--- src/rtl/bus_own_pkg.sv ---
package bus_own_pkg;
  typedef enum logic [1:0] {
    OWN_NONE     = 2'd0,
    OWN_IMPLICIT = 2'd1,
    OWN_EXPLICIT = 2'd2,
    OWN_CYCLE    = 2'd3
  } own_state_t;
endpackage

--- src/rtl/bus_own_slot.sv ---
module bus_own_slot #(
  parameter int BEAT_W = 4
) (
  input  logic              clk,
  input  logic              rst_n,
  input  logic              in_valid,
  output logic              in_ready,
  input  logic [BEAT_W-1:0] in_beats,
  input  logic              take,
  output logic              pend,
  output logic [BEAT_W-1:0] pend_beats
);
  assign in_ready = !pend;

  always_ff @(posedge clk) begin
    if (!rst_n) begin
      pend       <= 1'b0;
      pend_beats <= '0;
    end else if (in_valid && in_ready) begin
      pend       <= 1'b1;
      pend_beats <= in_beats;
    end else if (take) begin
      pend       <= 1'b0;
    end
  end

  // a waiting request is never lost or altered before it starts
  assert_slot_hold_R11: assert property (@(posedge clk) disable iff (!rst_n)
    pend && !take |=> pend && $stable(pend_beats));
endmodule

--- src/rtl/bus_own_beats.sv ---
module bus_own_beats #(
  parameter int BEAT_W = 4
) (
  input  logic              clk,
  input  logic              rst_n,
  input  logic              in_cycle,
  input  logic              load,
  input  logic [BEAT_W-1:0] load_val,
  input  logic              beat,
  input  logic              abort,
  output logic              series_end
);
  logic [BEAT_W-1:0] remain;

  assign series_end = in_cycle && (abort || (beat && remain == '0));

  always_ff @(posedge clk) begin
    if (!rst_n)                remain <= '0;
    else if (load)             remain <= load_val;
    else if (series_end)       remain <= '0;
    else if (in_cycle && beat) remain <= remain - 1'b1;
  end

  // counter is clear whenever no series is in progress
  assert_idle_clear_R10: assert property (@(posedge clk) disable iff (!rst_n)
    !in_cycle |-> remain == '0);
  // an ordinary beat inside a series moves the count down by one
  assert_count_down_R7: assert property (@(posedge clk) disable iff (!rst_n)
    in_cycle && beat && !abort && remain != '0 && !load |=> remain == $past(remain) - 1'b1);
endmodule

--- src/rtl/bus_own_fsm.sv ---
module bus_own_fsm
  import bus_own_pkg::*;
(
  input  logic       clk,
  input  logic       rst_n,
  input  logic       grant,
  input  logic       pend,
  input  logic       series_end,
  output own_state_t state,
  output logic       take,
  output logic       start_q
);
  own_state_t state_nx;
  logic       boundary;

  assign boundary = (state != OWN_CYCLE) || series_end;
  assign take     = pend && grant && boundary;

  always_comb begin
    state_nx = state;
    if (boundary) begin
      if (!grant)    state_nx = OWN_NONE;
      else if (pend) state_nx = OWN_CYCLE;
      else if (state == OWN_NONE || state == OWN_IMPLICIT)
                     state_nx = OWN_IMPLICIT;
      else           state_nx = OWN_EXPLICIT;
    end
  end

  always_ff @(posedge clk) begin
    if (!rst_n) begin
      state   <= OWN_NONE;
      start_q <= 1'b0;
    end else begin
      state   <= state_nx;
      start_q <= take;
    end
  end

  assert_start_on_grant_R2: assert property (@(posedge clk) disable iff (!rst_n)
    start_q |-> $past(grant));
  assert_series_unbroken_R6: assert property (@(posedge clk) disable iff (!rst_n)
    state == OWN_CYCLE && !series_end |=> state == OWN_CYCLE);
  assert_owned_granted_R5: assert property (@(posedge clk) disable iff (!rst_n)
    state == OWN_EXPLICIT |-> $past(grant));
  assert_release_on_drop_R13: assert property (@(posedge clk) disable iff (!rst_n)
    state != OWN_CYCLE && !grant |=> state == OWN_NONE);
endmodule

--- src/rtl/bus_own_ctrl.sv ---
module bus_own_ctrl
  import bus_own_pkg::*;
#(
  parameter int BEAT_W = 4
) (
  input  logic              clk,
  input  logic              rst_n,
  input  logic              req_valid,
  output logic              req_ready,
  input  logic [BEAT_W-1:0] req_beats,
  output logic              bus_req,
  input  logic              bus_grant,
  output logic              bus_driven,
  output logic              xfer_start,
  input  logic              xfer_ack,
  input  logic              xfer_err,
  output logic              drive_en
);
  own_state_t        state;
  logic              pend, take, series_end;
  logic [BEAT_W-1:0] pend_beats;

  bus_own_slot #(.BEAT_W(BEAT_W)) u_slot (
    .clk(clk), .rst_n(rst_n), .in_valid(req_valid), .in_ready(req_ready),
    .in_beats(req_beats), .take(take), .pend(pend), .pend_beats(pend_beats)
  );

  bus_own_beats #(.BEAT_W(BEAT_W)) u_beats (
    .clk(clk), .rst_n(rst_n), .in_cycle(state == OWN_CYCLE), .load(take),
    .load_val(pend_beats), .beat(xfer_ack), .abort(xfer_err),
    .series_end(series_end)
  );

  bus_own_fsm u_fsm (
    .clk(clk), .rst_n(rst_n), .grant(bus_grant), .pend(pend),
    .series_end(series_end), .state(state), .take(take), .start_q(xfer_start)
  );

  assign bus_req    = pend || xfer_start;
  assign bus_driven = (state == OWN_CYCLE) || (state == OWN_EXPLICIT);
  assign drive_en   = bus_driven;

  assert_req_until_start_R1: assert property (@(posedge clk) disable iff (!rst_n)
    bus_req && !xfer_start |=> bus_req);
  assert_start_drives_R2: assert property (@(posedge clk) disable iff (!rst_n)
    xfer_start |-> bus_driven);
endmodule

--- config.mk ---
export PLATFORM = sky130hd
export DESIGN_NAME = bus_own_ctrl
export DESIGN_NICKNAME = d
export VERILOG_FILES = /design/src/rtl/bus_own_pkg.sv /design/src/rtl/bus_own_slot.sv /design/src/rtl/bus_own_beats.sv /design/src/rtl/bus_own_fsm.sv /design/src/rtl/bus_own_ctrl.sv
export SDC_FILE = /design/constraint.sdc
export NUM_CORES = 1
export LEC_CHECK = 0
export BUFFER_PORTS_ARGS = -buffer_cell sky130_fd_sc_hd__buf_2
export CORE_MARGIN = 2
export CORE_UTILIZATION = 45
export DETAILED_ROUTE_END_ITERATION = 6
export PLACE_DENSITY_LB_ADDON = 0.3
export SETUP_SLACK_MARGIN = 0.3
export SKIP_CTS_REPAIR_TIMING = 1
export SLEW_MARGIN = 20
export SYNTH_ARGS = -nofsm -noshare
export SYNTH_HDL_FRONTEND = slang
export SYNTH_HIERARCHICAL = 1
export SYNTH_SLANG_ARGS = --single-unit
--- constraint.sdc ---
create_clock -name clk -period 1.97 [get_ports clk]
set_clock_uncertainty 0.05 [all_clocks]
set_input_delay 0.394 -clock clk [delete_from_list [all_inputs] [get_ports clk]]
set_output_delay 0.394 -clock clk [all_outputs]
set_load 0.02 [all_outputs]
Word-level counts from Yosys, hierarchy flattened --
Index checks and enable logic that the tools add are counted.
Operators by class: reduce and logical (&&, ||, !) cells 16, equal/unequal tests 4, add/sub/neg operators 1, muxes and demuxes 8
Operators by type and width (number):
- 4-bit two-way mux | 3
- 1-bit logical AND | 6
- 2-bit two-way mux | 3
- 1-bit logical OR | 5
- 2-bit == test, second input constant | 2
- 4-bit zero test | 1
- 4-bit by 1-bit subtractor with 4-bit output, second input constant | 1
- 3-bit nonzero test | 1
- 2-bit by 1-bit == test with 1-bit output, second input constant | 1
- 2-bit zero test | 1
- 1-bit two-way mux | 2
- 2-bit inequality test, second input constant | 1
- 2-bit nonzero test | 1
- 1-bit zero test | 1
Word-level totals: input port bits 10, register bits after elaboration 12, output and inout bits 5, word-level logic and storage cells 34

Depth between registers and ports, before layout --
Gate-level depths: netlist of run 1.
depth after elaboration 8, depth in mapped cells 10, depth with buffers taken out 9

By module --
Netlist of run 1, hierarchy kept.
Modules (own cells, without submodules):
- bus_own_beats | area an instance 284.0 µm², cells an instance 34, times used 1, seq. area each 80.1 µm²
- bus_own_slot | area an instance 203.9 µm², cells an instance 23, times used 1, seq. area each 100.1 µm²
- bus_own_fsm | area an instance 125.1 µm², cells an instance 13, times used 1, seq. area each 60.1 µm²
- bus_own_ctrl | area an instance 23.8 µm², cells an instance 4, times used 1, seq. area each 0.0 µm²

Least setup slack after synthesis of run 1 --
Ideal clock, no wire load.
kind register to register, start register u_beats.remain[0], end register u_beats.remain[3], library setup time 0.118 ns, stages on the path, launching flop included 11, path slack 0.004 ns, required time 1.802 ns, period minus slack after synthesis 1.966 ns, buffers on the path 1, arrival time 1.797 ns, cells stage by stage dfxtp_1 inv_1 ha_1 nor4bb_1 o21a_4 nor2b_4 a21oi_2 clkbuf_1 a41o_2 a2bb2oi_1 nor3b_1
Between the ends: longest elaborated chain between the ends 7, elaborated cells between the ends (all ways) 11, classes of those cells add/sub (1); mux (3); reduce/logical (7)
Ends and longest elaborated chain:
- start: declaration | RTL line bus_own_beats.sv:13 | logic [BEAT_W-1:0] remain;
- start signal: assignment | RTL line bus_own_beats.sv:19 | else if (load) remain <= load_val;
- start signal: assignment | RTL line bus_own_beats.sv:21 | else if (in_cycle && beat) remain <= remain - 1'b1;
- 4-bit zero test (*) | RTL line bus_own_beats.sv:15 | assign series_end = in_cycle && (abort || (beat && remain == '0));
- 1-bit logical AND (*) | RTL line bus_own_beats.sv:15
- 1-bit logical OR (*) | RTL line bus_own_beats.sv:15
- 1-bit logical AND (*) | RTL line bus_own_beats.sv:15
- net series_end | RTL line bus_own_ctrl.sv:20 | logic pend, take, series_end;
- 1-bit logical OR (*) | RTL line bus_own_fsm.sv:16 | assign boundary = (state != OWN_CYCLE) || series_end;
- 1-bit logical AND (*) | RTL line bus_own_fsm.sv:17 | assign take = pend && grant && boundary;
- net take | RTL line bus_own_ctrl.sv:20
- 3-bit nonzero test (no source line) or 4-bit two-way mux (tied branches)
Mark *: on every way through the listed nets, which the timed path passes. The rest lies on a longest branch. The select of a mux whose other input is x is not followed. A chain may end at the register's enable or synchronous reset.

Worst setup path after layout of run 1 --
start register u_beats.remain[0], end register u_beats.remain[2]
The elaborated chain is that of the path after synthesis.

==> reports/results.tsv, run 1 <==
stage	metric	value	unit
synth	syn_area_per_cell	8.61	µm²
floorplan	# IOs	15	
synth	Synth Area in Compound Gates	21.0	%
sta	min Tclk post-route	1830	ps
floorplan	# rows	13	
grt	first-pass GRT wire length	2050	µm
synth	Gate Count Post-Synth	74	
synth	top cells by count, synth	nand2_1 (15), dfxtp_1 (12), inv_1 (4), mux2i_1 (4), o21ai_0 (4)	
synth	top-area cell type share of the netlist area	37.7	%
sta	RSZ-0062 raised after global routing	yes	
synth	Area contributors post-synth	dfxtp_1 (38%), nand2_1 (8.8%), mux2i_1 (6.3%), ha_1 (3.9%), o21ai_0 (3.1%)	
grt	Total GRT Usage	15.3	%
clock_tree	Worst-path clk slew	70	ps
detailed_routing	vias per inst	5.04	
detailed_routing	via count	554	
floorplan	starting density of the core	48.3	%
clock_tree	Max Root-Sink Buffers	2	
synth	mapped cell area	637	µm²
synth	Seq cells post-synth	12	
detailed_routing	Iter 0 DRT Violations	4	
floorplan	chip width	41.6	µm
sta	setup ws final	137	ps
floorplan	die height	41.6	µm
critical_path	slowest stage cell, crit path	dfxtp_2	
final_layout	Antenna Cells	0	
clock_tree	clock sink count	12	
critical_path	ordered cell list for the critical path	inv_2, ha_4, nor4bb_4, o21a_4, nor2b_4, a21oi_4, buf_6, or3_1, a21oi_1	
sta	Worst Max-Slew Pin Slew	444	ps
critical_path	Worst R2R Path Depth	9	
placement	DP HPWL	895	µm
sta	Max-slew headroom	70.3	%
power_and_ir_drop	Pwr per Cell Area	621	mW/mm²
final_layout	register area	243	µm²
synth	sequential fraction of the synthesis area	37.7	%
final_layout	Filler Cells Inserted	122	
detailed_routing	DR WL/cell	11.3	µm
synth	mux share of post-synthesis cell area	6.29	%
clock_tree	Num CTS Buffers	3	
critical_path	WP data arrival	1980	ps
detailed_routing	DR pass1 iterations	4	
power_and_ir_drop	Sw Pwr	0.140	mW
sta	Final Max Slew Viols	0	
critical_path	CP endpoint kind	flip-flop	
power_and_ir_drop	Clock power frac	27.1	%
status	outcome	finished clean	
grt	initial antenna violation count	0	
critical_path	Max stage delay on crit path	340	ps
placement	Place WS	77.3	ps
power_and_ir_drop	switching fraction of total power	26.5	%
power_and_ir_drop	combinational share of power	21.5	%
sta	Fin Setup TNS	0	ps
synth	synth warn	6	
detailed_routing	# DRC	0	
final_layout	Post-layout nets	109	
power_and_ir_drop	Internal Power	0.388	mW
critical_path	CP Class	reg2reg	
synth	synthesized netlist net count	86	
synth	Synth Flop Type	dfxtp_1	
floorplan	Die ar.	0.00173	mm²
synth	Post-Synth XOR/XNOR Area	2.75	%
floorplan	Core Area	0.00132	mm²
synth	biggest area consumer among synthesized cells	dfxtp_1	
synth	Synth Area in Adders	3.93	%
clock_tree	CTS tree	done	
final_layout	Synth-to-Final Area Change	33.6	%
synth	Post-synth ARST share	0	%
sta	Final Cycle Share	93.0	%
critical_path	flop2flop setup slack	140	ps
synth	Synth Area in Simple Gates	22.0	%
grt	gr ovfl total	0	
sta	FMAX	546	MHz
synth	most common cell in the netlist	nand2_1	
placement	gpl congestion	0.725	
grt	largest net degree at the start of global routing	17	
final_layout	share of layout cells above drive strength 1	41.1	%
synth	synth unique cells	33	
power_and_ir_drop	Flop pwr share	51.4	%
clock_tree	number of H-tree levels	1	
power_and_ir_drop	worst vdd ir	0.478	mV
synth	combinational family with the most area after synthesis	simple AND/OR/NAND/NOR gates	
job	Max Cap Viol	0	
placement	IO Port Bufs	14	
power_and_ir_drop	leak pwr	0.385	nW
sta	Hold Violations, Final	0	
final_layout	area of the multi-input gates	410	µm²
detailed_routing	Detail Route Antenna Nets	0	
sta	final setup fails	0	
worst_hold_path	HP Class	in2reg	
critical_path	Worst Setup Start Kind	flip-flop	
critical_path	CP required	2110	ps
clock_tree	Skew-Pair Late Insertion Delay	260	ps
synth	EDFF count, synth	0	
grt	vias in the first global route	488	
worst_hold_path	worst hold stages	2	
clock_tree	CTS Root Buffer Type	clkbuf_4	
critical_path	Worst Path Max Fanout	6	
detailed_routing	Post-Route WL	1250	µm
[through the flow]
step	hold slack (ps)	total power, mW	std cells	cell area [µm²]	utilization, %
after floorplan	380	0.349	74	667	-
after global placement	397	0.373	100	736	55.8
after detailed placement	404	0.375	100	736	55.8
after CTS	304	0.516	103	758	57.5
after global routing	309	0.557	110	851	64.6
final	309	0.528	110	851	64.6
[critical path, delay by kind of cell, from the launching register on]
kind            cells  cell delay, ps
compound gates      3             440
flops               1             340
simple gates        3             590
fa+ha+maj           1             150
buf+inv             2             180
[sequential cells by signal (all words and copies together) (netlist names)]
register	count
u_slot/pend	1
u_fsm/state	2
u_beats/remain	4
u_fsm/start_q	1
u_slot/pend_beats	4
[area by class of cell]
cell class                      instances  area share (%)
Multi-Input combinational cell         53            48.2
Inverter                                4            1.76
Tap cell                               15            2.21
Sequential cell                        12            28.5
Clock buffer                            3            2.65
Timing Repair Buffer                   23            16.6
[power by group through the flow]
stage,sequential (mW),combinational [mW],clock [mW]
finish,0.271,0.114,0.143
global route,0.274,0.127,0.157
floorplan,0.276,0.0728,0
CTS,0.271,0.0981,0.147
detailed placement,0.277,0.0975,0
global placement,0.277,0.0957,0
[layout by cell type (no fill, tap or decap)]
cell type,count
a2bb2oi_2,1
inv_1,2
nor3b_2,1
ha_4,1
a311o_1,1
a21oi_1,3
nand2_1,15
buf_4,8
nor2_1,1
inv_2,2
ha_1,1
o21ai_1,1
a21oi_4,1
nor2b_4,1
nor3_1,1
mux2i_1,4
xor2_1,1
dfxtp_1,10
clkbuf_4,3
a21boi_1,2
or3_1,1
buf_6,1
o21a_4,1
xnor2_1,1
o21ai_0,4
or2_1,1
o211a_1,1
o31ai_1,1
dfxtp_2,2
a21o_1,1
nor4bb_4,1
and2_1,3
nand2b_4,1
nor2b_1,1
a41o_2,1
buf_2,14
[per-layer routing]
layer	track usage, %	vias to the layer above	share of wire, %
met5	0	-	0
met3	3.04	2	3.2
met4	9.68	0	0.96
li1	-	297	-
met2	21.9	10	45
met1	20.6	245	51
[cell families after synthesis]
group,after synthesis
AOI/OAI and AO/OA,18
muxes,4
adders and majority gates,2
xor gates and xnor gates,2
buffers and inverters,9
DFF,12
and+or+nand+nor,27
[final timing paths]
check,start,to
worst min register to register,u_slot/pend_beats[1],u_slot/pend_beats[1]
worst max-delay path,u_beats/remain[0],u_beats/remain[2]
worst min-delay path,req_valid,u_slot/pend
worst max register to register,u_beats/remain[0],u_beats/remain[2]
Note: power is estimated with default switching activity, not from simulation.
==> inputs of run 2 (changes only) <==
- SYNTH_HIERARCHICAL: 1 -> default
==> run 2 against run 1 <==
Compared with the run above: global-route usage decreased by 0.063 points; via count rose by 2.3%; wire length is 12% higher; combinational power fell by 11%; utilization is 5.0 points lower; first-iteration DRC count rose to 4.8 times the previous value; largest power group unchanged; count of clock-buffer cells in the layout increased by 1; setup slack better by 190 ps; cell area down 8.8%; sequential share of layout area is 2.8 points higher; synthesized cell count down 1.4%.
==> reports/results.tsv, run 2 <==
stage	metric	value	unit	change
clock_tree	CTS tree	done		
sta	FMAX	610	MHz	+12%
clock_tree	CTS Root Buffer Type	clkbuf_4		
synth	top-area cell type share of the netlist area	38.1	%	+0.37 points
detailed_routing	vias per inst	5.40		+7.2%
synth	most common cell in the netlist	dfxtp_1		
final_layout	register area	243	µm²	unchanged
clock_tree	Num CTS Buffers	3		unchanged
sta	Hold Violations, Final	0		unchanged
floorplan	Die ar.	0.00172	mm²	-0.89%
critical_path	CP Class	reg2reg		
synth	mapped cell area	631	µm²	-0.98%
final_layout	Filler Cells Inserted	120		-1.6%
detailed_routing	Iter 0 DRT Violations	19		+15
detailed_routing	# DRC	0		unchanged
synth	syn_area_per_cell	8.64	µm²	+0.37%
final_layout	most common cell after layout, fill and taps aside	buf_2		
sta	final setup fails	0		unchanged
job	Max Cap Viol	0		unchanged
synth	synth warn	0		-6
worst_hold_path	Worst Hold End	u_slot.pend_beats[3]		
critical_path	CP required	2080	ps	-30 ps
critical_path	Worst Path Max Fanout	5		-1
worst_hold_path	worst hold stages	3		+1
sta	Final Max Slew Viols	0		unchanged
critical_path	flop2flop setup slack	330	ps	+190 ps
final_layout	Finished Cell Area	776	µm²	-8.8%
sta	RSZ-0062 raised after global routing	no		
synth	synthesized netlist net count	84		-2.3%
status	outcome	finished clean		
detailed_routing	Detail Route Antenna Nets	0		unchanged
grt	gr ovfl total	0		unchanged
placement	Place WS	244	ps	+167 ps
sta	Worst Max-Slew Pin Slew	421	ps	-22.6 ps
floorplan	starting density of the core	48.5	%	+0.12 points
floorplan	Core Area	0.00130	mm²	-1.2%
floorplan	# IOs	15		unchanged
placement	DP HPWL	989	µm	+10%
grt	largest net degree at the start of global routing	13		-4
critical_path	Worst R2R Path Depth	6		-3
critical_path	Worst Setup Start Kind	flip-flop		
synth	sequential fraction of the synthesis area	38.1	%	+0.37 points
synth	biggest area consumer among synthesized cells	dfxtp_1		
grt	initial antenna violation count	0		unchanged
clock_tree	Worst-path clk slew	70	ps	about the same
sta	Max-slew headroom	71.9	%	+1.5 points
final_layout	Largest regs	u_beats.remain x4, u_slot.pend_beats x4, u_fsm.state x2		
synth	EDFF count, synth	0		unchanged
grt	first-pass GRT wire length	1990	µm	-2.7%
detailed_routing	via count	567		+2.3%
synth	top cells by count, synth	dfxtp_1 (12), nand2_1 (5), nor2b_1 (5), o21ai_0 (5)		
synth	Seq cells post-synth	12		unchanged
critical_path	R2R Path End	u_beats.remain[1]		
critical_path	CP endpoint kind	flip-flop		
final_layout	area of the multi-input gates	374	µm²	-8.8%
synth	Synth Flop Type	dfxtp_1		
power_and_ir_drop	worst vdd ir	0.544	mV	+14%
final_layout	Antenna Cells	0		unchanged
sta	Fin Setup TNS	0	ps	unchanged
worst_hold_path	hold_sp	req_beats[3]		
floorplan	# rows	13		unchanged
final_layout	Synth-to-Final Area Change	23.0	%	
sta	setup ws final	330	ps	+193 ps
floorplan	chip width	41.4	µm	-0.44%
floorplan	die height	41.4	µm	-0.44%
sta	Final Cycle Share	83.2	%	-9.8 points
final_layout	share of layout cells above drive strength 1	34.4	%	-6.6 points
clock_tree	Skew-Pair Late Insertion Delay	270	ps	about the same
critical_path	reg2reg start	u_beats.remain[0]		
final_layout	most frequent cells in the layout	buf_2 (14), dfxtp_1 (10), nor2b_1 (5), nand2_1 (5), o21ai_0 (5)		
final_layout	Post-layout nets	102		-6.4%
detailed_routing	DR pass1 iterations	4		unchanged
detailed_routing	Post-Route WL	1400	µm	+12%
synth	Gate Count Post-Synth	73		-1.4%
synth	synth unique cells	32		-3.0%
synth	Area contributors post-synth	dfxtp_1 (38%), mux2i_1 (6.3%), nor2b_1 (5.0%), o21ai_0 (4.0%), a31oi_1 (3.0%)		
clock_tree	clock sink count	12		unchanged
placement	IO Port Bufs	14		unchanged
grt	vias in the first global route	489		+0.20%
power_and_ir_drop	leak pwr	0.324	nW	-16%
critical_path	WP data arrival	1750	ps	-230 ps
sta	min Tclk post-route	1640	ps	-193 ps
detailed_routing	DR WL/cell	13.3	µm	+18%
sta	WHS	336	ps	+27.8 ps
power_and_ir_drop	Pwr per Cell Area	730	mW/mm²	+18%
synth	Post-synth ARST share	0	%	unchanged
clock_tree	number of H-tree levels	1		unchanged
grt	Total GRT Usage	15.2	%	-0.063 points
clock_tree	Max Root-Sink Buffers	2		unchanged
placement	gpl congestion	0.842		+16%
placement	Placed Instance Area	703	µm²	-4.4%
worst_hold_path	HP Class	in2reg		
run 2: cell types whose count changed after synthesis, moves of 2 or more:
| cell | before | now |
|---|---|---|
| a211oi_1 | 0 | 2 |
| a21boi_0 | 0 | 2 |
| a21boi_1 | 2 | 0 |
| a31oi_1 | 0 | 3 |
| nand2_1 | 15 | 5 |
| nand3_1 | 0 | 2 |
| nor2_1 | 1 | 4 |
| nor2b_1 | 1 | 5 |
| nor3_1 | 1 | 3 |
run 2: cells by family (layout without fill, tap and decap cells):
logic type | Yosys count | count (layout) | synth area share [%]
and+or+nand+nor | 30 | 30 | 28.2
AOI/OAI and AO/OA | 18 | 18 | 18.5
buffers and inverters | 7 | 24 | 5.56
DFF | 12 | 12 | 38.1
adders and majority gates | 1 | 1 | 1.98
xor gates and xnor gates | 1 | 1 | 1.39
muxes | 4 | 4 | 6.35
run 2: final cells by class:
cell class	instances	area share [%]
multi-input combinational	54	48.2
sequential	12	31.3
timing repair buffer	17	11.9
clock buffer	4	4.68
inverter	3	1.45
tap	15	2.42
run 2: worst max-delay path: stages, from the launching register on:
cell and delay [ps]:
dfxtp_2 350, inv_2 40, ha_2 180, nor3b_4 170
a211o_1 330, and3_1 150, o31a_1 260
run 2: worst max path at each step:
stage | to | startpoint
6_report | u_beats.remain[1] | u_beats.remain[0]
5_1_grt | u_beats.remain[1] | u_beats.remain[0]
4_1_cts | u_beats.remain[1] | u_beats.remain[0]
3_5_place_dp | u_beats.remain[1] | u_beats.remain[0]
3_3_place_gp | u_beats.remain[1] | u_beats.remain[0]
2_1_floorplan | u_beats.remain[1] | u_beats.remain[0]
run 2: metrics by stage:
step	util, %	cells	total power, mW
after global placement	54.0	99	0.366
final	59.6	105	0.566
after CTS	56.8	103	0.563
after floorplan	-	73	0.340
after detailed placement	54.0	99	0.369
after global routing	59.6	105	0.594
run 2: layer usage:
layer | GRT usage, % | vias up | routed length, µm
li1 | - | 294 | -
met2 | 21.6 | 15 | 666
met4 | 9.68 | 0 | 14
met1 | 20.2 | 256 | 661
met3 | 3.91 | 2 | 59
met5 | 0 | - | 0
run 2: where the power goes:
part	total, mW	switching (mW)	internal, mW
clock network	0.191	0.0791	0.112
registers	0.274	0.0158	0.258
logic	0.102	0.0535	0.0481
total	0.566	0.148	0.418
==> inputs of run 3 (changes only) <==
- clock period: 1.97 -> 1.5 ns (I/O delays scaled with it)
==> run 3 against run 2 <==
Compared with the run above: sequential power increased by 30%; sequential share of layout area fell by 3.8 points; sequential cell count is the same; via count rose by 9.5%; the flow now finishes with violations (negative setup slack); critical path depth grew 1; count of clock-buffer cells in the layout unchanged; largest power group unchanged; critical endpoint is now u_fsm.start_q; clock power is 35% higher.
==> reports/results.tsv, run 3 (synthesis gave the netlist of run 2 again) <==
stage	metric	value	unit	change
status	outcome	finished, violations left		
status	violated checks	negative setup slack		
final_layout	register area	248	µm²	+2.1%
placement	IO Port Bufs	14		unchanged
placement	DP HPWL	1040	µm	+5.5%
sta	min Tclk post-route	1540	ps	-99.5 ps
power_and_ir_drop	worst vdd ir	0.556	mV	+2.2%
power_and_ir_drop	Flop pwr share	45.6	%	-2.7 points
power_and_ir_drop	Clock power frac	32.8	%	-1.0 points
power_and_ir_drop	leak pwr	0.371	nW	+14%
floorplan	# IOs	15		unchanged
critical_path	ordered cell list for the critical path	inv_2, ha_4, nor3b_4, a211o_1, buf_4, buf_6, and3_4		
grt	Total GRT Usage	16.8	%	+1.6 points
grt	vias in the first global route	507		+3.7%
critical_path	Worst Path Max Fanout	5		unchanged
detailed_routing	Detail Route Antenna Nets	0		unchanged
detailed_routing	DR WL/cell	12.5	µm	-6.4%
final_layout	Post-layout nets	110		+7.8%
placement	Placed Instance Area	782	µm²	+11%
grt	largest net degree at the start of global routing	13		unchanged
floorplan	Core Area	0.00130	mm²	unchanged
power_and_ir_drop	Design Power	0.783	mW	+38%
detailed_routing	Post-Route WL	1410	µm	+0.79%
placement	Placed Cells	106		+7.1%
worst_hold_path	HP Class	in2reg		
final_layout	Post-Layout Cell Count	113		+7.6%
job	Max Cap Viol	0		unchanged
critical_path	CP required	1620	ps	-460 ps
critical_path	Max stage delay on crit path	340	ps	about the same
final_layout	Largest regs	u_beats.remain x4, u_slot.pend_beats x4, u_fsm.state x2		
final_layout	area of the multi-input gates	404	µm²	+8.0%
detailed_routing	DR pass1 iterations	4		unchanged
power_and_ir_drop	Internal Power	0.576	mW	+38%
detailed_routing	vias per inst	5.50		+1.8%
detailed_routing	via count	621		+9.5%
sta	Max-slew headroom	73.5	%	+1.7 points
power_and_ir_drop	Sw Pwr	0.207	mW	+40%
sta	Final Cycle Share	103	%	+19 points
sta	final setup fails	2		+2
final_layout	Finished Cell Area	902	µm²	+16%
critical_path	slowest stage cell, crit path	dfxtp_2		
clock_tree	number of H-tree levels	1		unchanged
power_and_ir_drop	Pwr per Cell Area	868	mW/mm²	+19%
floorplan	starting density of the core	48.5	%	unchanged
critical_path	critical path's top delay family	flip-flops		
sta	Final Max Slew Viols	0		unchanged
power_and_ir_drop	combinational share of power	21.5	%	+3.6 points
final_layout	share of layout cells above drive strength 1	45.9	%	+11 points
final_layout	Synth-to-Final Area Change	43.1	%	
final_layout	Filler Cells Inserted	107		-11%
critical_path	Worst Setup Start Kind	flip-flop		
clock_tree	Num CTS Buffers	3		unchanged
critical_path	buffer and inverter count on the worst path	3		+2
critical_path	CP endpoint kind	flip-flop		
clock_tree	clock sink count	12		unchanged
sta	Worst Max-Slew Pin Slew	395	ps	-26.5 ps
grt	initial antenna violation count	0		unchanged
sta	Hold Violations, Final	0		unchanged
final_layout	Antenna Cells	0		unchanged
clock_tree	Skew-Pair Late Insertion Delay	270	ps	about the same
sta	FMAX	649	MHz	+6.5%
clock_tree	CTS tree	done		
floorplan	die height	41.4	µm	unchanged
clock_tree	CTS Root Buffer Type	clkbuf_4		
final_layout	most frequent cells in the layout	buf_2 (10), buf_4 (10), dfxtp_1 (8)		
grt	first-pass GRT wire length	2240	µm	+12%
floorplan	# rows	13		unchanged
critical_path	CP Class	reg2reg		
sta	setup ws final	-40.1	ps	-371 ps
sta	Fin Setup TNS	-62.8	ps	-62.8 ps
clock_tree	Worst-path clk slew	80	ps	about the same
clock_tree	Max Root-Sink Buffers	2		unchanged
critical_path	WP data arrival	1660	ps	-90 ps
grt	gr ovfl total	0		unchanged
power_and_ir_drop	switching fraction of total power	26.5	%	+0.26 points
final_layout	final core utilization	69.3	%	+9.7 points
floorplan	chip width	41.4	µm	unchanged
detailed_routing	# DRC	0		unchanged
detailed_routing	Iter 0 DRT Violations	19		unchanged
placement	gpl congestion	0.833		-1.1%
sta	RSZ-0062 raised after global routing	yes		
floorplan	Die ar.	0.00172	mm²	unchanged
[run 3: changes by cell type in the layout (fill, tap and decap cells not counted), sizes merged]
cell | previous run | this run
buf | 17 | 25
[run 3: layout make-up]
class	instances	area share, %
Sequential cell	12	27.5
Inverter	3	1.53
Timing Repair Buffer	25	20.1
Clock buffer	4	4.02
Tap cell	15	2.08
Multi-Input combinational cell	54	44.8
[run 3: worst paths after layout]
kind / from / end / slack (ps) / cells past startpoint
setup / recovery: u_beats.remain[1] / u_fsm.start_q / -40 / 7
hold / removal: req_beats[1] / u_slot.pend_beats[1] / 230 / 3
setup reg to reg: u_beats.remain[1] / u_fsm.start_q / -40 / 7
hold reg to reg: u_slot.pend_beats[2] / u_beats.remain[2] / 450 / 2
[run 3: through the flow]
step / hold WS (ps) / worst slack [ps]
6_report: 235 / -40.1
5_1_grt: 236 / -82.6
4_1_cts: 241 / -41.8
3_5_place_dp: 439 / -26.4
3_3_place_gp: 428 / -23.0
2_1_floorplan: 394 / 3.39
[run 3: tightest hold or removal path: stages]
cell and delay (ps):
buf_2 70, mux2i_1 60, nor2b_1 90
[run 3: power by group through the flow]
stage	clock, mW	combinational (mW)	sequential (mW)
floorplan	0	0.0961	0.362
global placement	0	0.143	0.362
detailed placement	0	0.146	0.363
CTS	0.262	0.147	0.355
global route	0.281	0.187	0.360
finish	0.257	0.169	0.357
[run 3: metal layers]
metal	vias to the layer above	routed length, µm	share of wire (%)	GRT usage [%]
met3	4	56	4.0	4.35
met5	-	0	0	0
met4	0	23	1.6	7.74
met1	287	705	50	22.6
li1	312	-	-	-
met2	18	626	44	25.0
